==> src/rtl/mexp_pkg.sv <==
// Shared constants for the multi-exposure combiner.
// Assumes exactly four exposures, tagged by index in order of decreasing accumulation time.
package mexp_pkg;
    localparam int unsigned LANES  = 4;
    localparam int unsigned TAG_W  = $clog2(LANES);
    localparam int unsigned CODE_W = 12;

    typedef enum logic [TAG_W-1:0] {
        EXP_LONG   = 2'd0,
        EXP_SHORT  = 2'd1,
        EXP_VSHORT = 2'd2,
        EXP_XSHORT = 2'd3
    } exp_tag_t;
endpackage

==> src/rtl/mexp_collect.sv <==
// Gathers the four exposure samples of one pixel into a bank, tracking which tags have arrived.
// Produces a one-cycle done strobe when the set is complete, and flags repeated tags (the repeat is dropped).
// Assumes at most one sample per cycle. The bank stays stable for one cycle after done, which is enough for the next stage.
module mexp_collect #(
    parameter int unsigned LANES  = 4,
    parameter int unsigned CODE_W = 12,
    localparam int unsigned TAG_W = $clog2(LANES)
) (
    input  logic                         clk,
    input  logic                         rst_n,
    input  logic                         in_valid,
    input  logic [TAG_W-1:0]             in_tag,
    input  logic [CODE_W-1:0]            in_code,
    output logic [LANES-1:0][CODE_W-1:0] bank,
    output logic                         done,
    output logic                         dup
);
    logic [LANES-1:0] seen;
    logic [LANES-1:0] tag_hot;
    logic             fresh;

    // Decode the incoming tag and decide whether it is new for this pixel.
    always_comb begin
        tag_hot = LANES'(1) << in_tag;
        fresh   = in_valid && ((seen & tag_hot) == '0);
    end

    // One storage lane per exposure, written only by the first sample with its tag.
    for (genvar g = 0; g < LANES; g++) begin : g_lane
        always_ff @(posedge clk) begin
            if (!rst_n)
                bank[g] <= '0;
            else if (fresh && tag_hot[g])
                bank[g] <= in_code;
        end
    end

    // Track arrived tags, close the pixel when all are present, and strobe errors.
    always_ff @(posedge clk) begin
        if (!rst_n) begin
            seen <= '0;
            done <= 1'b0;
            dup  <= 1'b0;
        end else begin
            dup  <= in_valid && !fresh;
            done <= 1'b0;
            if (fresh) begin
                if ((seen | tag_hot) == {LANES{1'b1}}) begin
                    seen <= '0;
                    done <= 1'b1;
                end else begin
                    seen <= seen | tag_hot;
                end
            end
        end
    end
endmodule

==> src/rtl/mexp_pick.sv <==
// Chooses the longest exposure whose code lies below the saturation level, falling back to the shortest.
// Registers the chosen code and tag. Assumes lane index 0 is the longest accumulation time.
module mexp_pick #(
    parameter int unsigned LANES  = 4,
    parameter int unsigned CODE_W = 12,
    localparam int unsigned TAG_W = $clog2(LANES)
) (
    input  logic                         clk,
    input  logic                         rst_n,
    input  logic                         go,
    input  logic [LANES-1:0][CODE_W-1:0] bank,
    input  logic [CODE_W-1:0]            sat_level,
    output logic                         pick_valid,
    output logic [CODE_W-1:0]            pick_code,
    output logic [TAG_W-1:0]             pick_tag
);
    logic [TAG_W-1:0] sel;
    logic             found;

    // Priority scan from longest to shortest exposure.
    always_comb begin
        sel   = TAG_W'(LANES - 1);
        found = 1'b0;
        for (int i = 0; i < LANES; i++) begin
            if (!found && (bank[i] < sat_level)) begin
                sel   = TAG_W'(i);
                found = 1'b1;
            end
        end
    end

    // Capture the choice on the cycle after the pixel completes.
    always_ff @(posedge clk) begin
        if (!rst_n) begin
            pick_valid <= 1'b0;
            pick_code  <= '0;
            pick_tag   <= '0;
        end else begin
            pick_valid <= go;
            if (go) begin
                pick_code <= bank[sel];
                pick_tag  <= sel;
            end
        end
    end
endmodule

==> src/rtl/mexp_scale.sv <==
// Multiplies the chosen code by the cumulative accumulation-time gain of its exposure and registers the result.
// Gains are the running products of the per-step ratios. Assumes OUT_W holds the largest code times the largest gain.
module mexp_scale #(
    parameter int unsigned CODE_W  = 12,
    parameter int unsigned TAG_W   = 2,
    parameter int unsigned RATIO_1 = 10,
    parameter int unsigned RATIO_2 = 12,
    parameter int unsigned RATIO_3 = 12,
    parameter int unsigned OUT_W   = 23
) (
    input  logic              clk,
    input  logic              rst_n,
    input  logic              in_valid,
    input  logic [CODE_W-1:0] in_code,
    input  logic [TAG_W-1:0]  in_tag,
    output logic              out_valid,
    output logic [OUT_W-1:0]  out_value,
    output logic [TAG_W-1:0]  out_sel
);
    localparam logic [OUT_W-1:0] GAIN_1 = OUT_W'(RATIO_1);
    localparam logic [OUT_W-1:0] GAIN_2 = OUT_W'(RATIO_1 * RATIO_2);
    localparam logic [OUT_W-1:0] GAIN_3 = OUT_W'(RATIO_1 * RATIO_2 * RATIO_3);

    logic [OUT_W-1:0] gain;

    // Look up the gain for the chosen exposure.
    always_comb begin
        case (in_tag)
            TAG_W'(0): gain = OUT_W'(1);
            TAG_W'(1): gain = GAIN_1;
            TAG_W'(2): gain = GAIN_2;
            default:   gain = GAIN_3;
        endcase
    end

    // Register the linear product and the tag that produced it.
    always_ff @(posedge clk) begin
        if (!rst_n) begin
            out_valid <= 1'b0;
            out_value <= '0;
            out_sel   <= '0;
        end else begin
            out_valid <= in_valid;
            if (in_valid) begin
                out_value <= OUT_W'(in_code) * gain;
                out_sel   <= in_tag;
            end
        end
    end
endmodule

==> src/rtl/mexp_combiner.sv <==
// Top level: collects four exposure samples per pixel, picks the longest unsaturated one, and scales it to a linear word.
// Latency is two edges from the edge that accepts the final tag. Assumes at most one input sample per cycle.
module mexp_combiner #(
    parameter int unsigned RATIO_1 = 10,
    parameter int unsigned RATIO_2 = 12,
    parameter int unsigned RATIO_3 = 12,
    localparam int unsigned CODE_W = mexp_pkg::CODE_W,
    localparam int unsigned TAG_W  = mexp_pkg::TAG_W,
    localparam int unsigned LANES  = mexp_pkg::LANES,
    localparam int unsigned OUT_W  =
        $clog2(((1 << CODE_W) - 1) * RATIO_1 * RATIO_2 * RATIO_3 + 1)
) (
    input  logic              clk,
    input  logic              rst_n,
    input  logic              in_valid,
    input  logic [TAG_W-1:0]  in_tag,
    input  logic [CODE_W-1:0] in_code,
    input  logic [CODE_W-1:0] sat_level,
    output logic              out_valid,
    output logic [OUT_W-1:0]  out_value,
    output logic [TAG_W-1:0]  out_sel,
    output logic              err_dup
);
    logic [LANES-1:0][CODE_W-1:0] bank;
    logic                         done;
    logic                         pick_valid;
    logic [CODE_W-1:0]            pick_code;
    logic [TAG_W-1:0]             pick_tag;

    mexp_collect #(.LANES(LANES), .CODE_W(CODE_W)) u_collect (
        .clk(clk), .rst_n(rst_n), .in_valid(in_valid), .in_tag(in_tag),
        .in_code(in_code), .bank(bank), .done(done), .dup(err_dup)
    );

    mexp_pick #(.LANES(LANES), .CODE_W(CODE_W)) u_pick (
        .clk(clk), .rst_n(rst_n), .go(done), .bank(bank), .sat_level(sat_level),
        .pick_valid(pick_valid), .pick_code(pick_code), .pick_tag(pick_tag)
    );

    mexp_scale #(
        .CODE_W(CODE_W), .TAG_W(TAG_W), .RATIO_1(RATIO_1),
        .RATIO_2(RATIO_2), .RATIO_3(RATIO_3), .OUT_W(OUT_W)
    ) u_scale (
        .clk(clk), .rst_n(rst_n), .in_valid(pick_valid), .in_code(pick_code),
        .in_tag(pick_tag), .out_valid(out_valid), .out_value(out_value),
        .out_sel(out_sel)
    );
endmodule

==> config.mk <==
export PLATFORM = sky130hd
export DESIGN_NAME = mexp_combiner
export DESIGN_NICKNAME = d
export VERILOG_FILES = /design/src/rtl/mexp_pkg.sv /design/src/rtl/mexp_collect.sv /design/src/rtl/mexp_pick.sv /design/src/rtl/mexp_scale.sv /design/src/rtl/mexp_combiner.sv
export SDC_FILE = /design/constraint.sdc
export NUM_CORES = 1
export LEC_CHECK = 0
export BUFFER_PORTS_ARGS = -buffer_cell sky130_fd_sc_hd__buf_4
export CORE_ASPECT_RATIO = 0.7
export CORE_MARGIN = 1.5
export CORE_UTILIZATION = 50
export CTS_BUF_LIST = sky130_fd_sc_hd__clkbuf_4
export CTS_CLUSTER_SIZE = 12
export DETAILED_ROUTE_END_ITERATION = 8
export PLACE_DENSITY = 0.68
export SLEW_MARGIN = 0
export SYNTH_ARGS = -nofsm -noshare
export SYNTH_HDL_FRONTEND = slang
export SYNTH_SLANG_ARGS = --single-unit
==> constraint.sdc <==
create_clock -name clk -period 8.3 [get_ports clk]
set_input_delay 1.245 -clock clk [delete_from_list [all_inputs] [get_ports clk]]
set_output_delay 1.245 -clock clk [all_outputs]
set_load 0.005 [all_outputs]
==> results.toml <==
[logic_synthesis]
postSynthAreaPerCell_sq_um = 8.65
yosys.area.top_type = "dfxtp_1"
synth_warnings = 0
synth_seq_cells = 95
yosysTopAreaCellShare = 0.223
ys_seq_area_frac = 0.223
syn_nets = 1191
syn_inst = 985
yosys-top-cells-area = "dfxtp_1 22%, ha_1 17%, fa_1 15%"
synth_edf_count = 0
syn_area_sq_um = 8520
synth_flop_cell = "dfxtp_1"
ys_async_sr_fraction = 0
ys_types = 68

[cts]
cts_hold_buffers = 0
cts_root_buffer = "clkbuf_4"
numCtsBuffers = 9
clkTransAtPathRegs_ns = 0.18
cts_tree = "built"
ctsResizeCount = 0
postCtsSetupBuffers = 0
clk_latency_ns = 0.49
clockBufferDepth = 2
h-tree-depth = 3
clock_sinks = 95

[die]
fp.dieW_um = 159
design.die.area_sq_um = 17900
fp.dieH_um = 112
placementRows = 39
core_area_sq_um = 16500
ios = 56
start_util = 0.517

[routing]
viasPerCell = 5.36
vias = 6689
firstDrtPassIters = 5
detail_route.wl_per_cell_um = 16.8
route.detailed.drc = 0
antenna_left = 0
drt_iter0_markers = 562
wl_mm = 21.0

[cells_and_area]
final_cell_area_sq_um = 9250
syn_to_final_growth_pct = 8.50
final_common_cell = "nand2_1"
post_route_cells_drive_above_1_share = 0.0938
layout_common_cells = "146 x nand2_1, 145 x inv_1, 113 x ha_1, 95 x dfxtp_1, 64 x fa_1"
fin_nets = 1225
fillerInstances = 1602
final_core_util = 0.561
diodes = 0

[min_path]
min_path_type = "register to register"
hold_path_end = "u_collect.bank[41]"
hold_depth = 2
hold_start = "u_collect.bank[41]"

[worst_setup_path]
r2r_slack_ns = 2.42
crit_slowest_cell = "fa_1"
cp_max_fo = 13
crit_top_cell = "fa_1"
crit_chain = "inv_1, ha_1, and2_1, nand2b_1, fa_1, fa_1, fa_1, fa_1, inv_1, fa_1, inv_1, ha_1, and3_4, a211oi_2, nand3_2, a21oi_4, o21ai_2, and4_1, o31a_1"
cpPeakStageDelay_ns = 0.56
start_kind = "register"
critical_path.top_delay_family = "adder cells"
cp.required_ns = 8.71
critPathKind = "register to register"
r2r_start = "u_pick.pick_tag[0]"
cp_data_arrival_time_ns = 6.29
worst-r2r-cell-count = 19
cp-end-kind = "register"
r2r_end = "u_scale.out_value[22]"
path_buf_inv = 3

[sta]
fmax_mhz = 170
whs_ns = 0.462
fin_skew_ns = 0.0384
layout_min_cycle_time_ns = 5.88
rsz0062_at_grt = "no"
relSlewSlack = 0.289
min_period_over_period = 0.709
setup_tns_ns = 0
hold_viol_final = 0
drv_slew = 0
setup-violations-final = 0
max_slew.worst_pin.slew_ns = 1.06

[run_status]
status = "completed"

[place]
post-dp-hpwl_mm = 16.5
gp_congestion = 0.922
place_area_sq_um = 9090
port_buffers = 55

[power_and_ir_drop]
ir_worst_vdd_mv = 0.0692
power_w = 0.000825
cellPowerDensity_nw_per_um2 = 89.2
p_leak_nw = 4.71

[job]
maxCapViolations = 0

[global_route]
grt_pass1_vias = 6593
overflow = 0
antenna_found_initial = 0
grt_pass1_wl_mm = 35.3
grt_max_degree = 92
grt.total_usage = 0.250
==> flip-flops by register name (all words and copies together) (netlist names) <==
register / flops
u_scale.out_sel: 2
u_pick.pick_tag: 2
u_pick.pick_code: 12
u_collect.done: 1
u_scale.out_valid: 1
u_pick.pick_valid: 1
u_collect.dup: 1
u_scale.out_value: 23
u_collect.bank: 48
u_collect.seen: 4
==> power breakdown <==
part           total [W]  switching, W  internal, W
clock           0.000268      0.000194    0.0000733
sequential      0.000474    0.00000803     0.000466
combinational  0.0000839     0.0000485    0.0000354
==> worst max-delay path by stage <==
stage	from	to	cells after the start
after CTS	u_pick.pick_tag[0]	u_scale.out_value[22]	19
after floorplan	u_pick.pick_tag[1]	u_scale.out_value[22]	20
after global routing	u_pick.pick_tag[0]	u_scale.out_value[22]	21
after global placement	u_pick.pick_tag[0]	u_scale.out_value[22]	19
after detailed placement	u_pick.pick_tag[0]	u_scale.out_value[22]	21
final	u_pick.pick_tag[0]	u_scale.out_value[22]	19
==> layer usage <==
layer,vias up,part of all wire,routed length (um),track usage
met5,-,0,0,0
met4,0,0.0069,144,0.0390
met3,11,0.076,1600,0.0661
met2,199,0.37,7710,0.329
met1,3161,0.55,11500,0.403
li1,3318,-,-,-
==> synthesized netlist by cell type, types with 2 or more instances <==
| master | n |
|---|---|
| and2_1 | 44 |
| buf_1 | 2 |
| nor3_1 | 8 |
| and4_1 | 2 |
| nor2_1 | 29 |
| a32o_1 | 2 |
| nor3b_1 | 4 |
| or2_2 | 5 |
| nand3b_1 | 3 |
| fa_1 | 64 |
| nand4_1 | 5 |
| dfxtp_1 | 95 |
| a211oi_2 | 2 |
| nor2b_1 | 18 |
| a31oi_1 | 2 |
| a21boi_0 | 8 |
| nand4b_1 | 5 |
| nand3_1 | 17 |
| a32oi_1 | 6 |
| buf_2 | 5 |
| a22o_1 | 6 |
| a21o_1 | 10 |
| o211ai_1 | 3 |
| xor2_1 | 5 |
| inv_1 | 145 |
| o21bai_1 | 2 |
| xnor2_1 | 14 |
| o31a_1 | 2 |
| a211oi_1 | 3 |
| a2111o_1 | 2 |
| and3_1 | 4 |
| clkbuf_1 | 29 |
| ha_1 | 113 |
| o22ai_1 | 8 |
| mux2i_1 | 27 |
| a21oi_1 | 27 |
| o21ai_2 | 2 |
| a21boi_1 | 44 |
| o21ai_0 | 8 |
| or3_1 | 2 |
| nand2_1 | 146 |
| a211o_1 | 3 |
| nand2b_1 | 10 |
| o21ai_1 | 20 |
==> worst min-delay path: cells and delay by family, from the launching register on <==
family / cells / cell delay, ns
DFF: 1 / 0.34
and+or+nand+nor: 1 / 0.05
AOI/OAI and AO/OA: 1 / 0.05
==> through the flow <==
stage	worst slack, ns	cells
6_report	2.42	1249
5_1_grt	2.13	1249
4_1_cts	2.44	1249
3_5_place_dp	2.48	1233
3_3_place_gp	2.55	1233
2_1_floorplan	2.83	985
==> cell families after synthesis <==
group	after synthesis	share of synthesized area
AOI/OAI and AO/OA	174	0.146
and+or+nand+nor	309	0.177
muxes	28	0.0343
adders and majority gates	177	0.316
xor gates and xnor gates	19	0.0195
buffers and inverters	183	0.0837
DFF	95	0.223
==> layout make-up <==
| type | count | area [sq um] | area share |
|---|---|---|---|
| Sequential cell | 95 | 1900 | 0.206 |
| Inverter | 145 | 544 | 0.0588 |
| Multi-Input combinational cell | 707 | 5910 | 0.639 |
| Clock inverter | 7 | 86.3 | 0.00933 |
| Timing Repair Buffer | 61 | 458 | 0.0495 |
| Tap cell | 225 | 282 | 0.0304 |
| Clock buffer | 9 | 67.6 | 0.00731 |
Note: power is estimated with default switching activity, not from simulation.
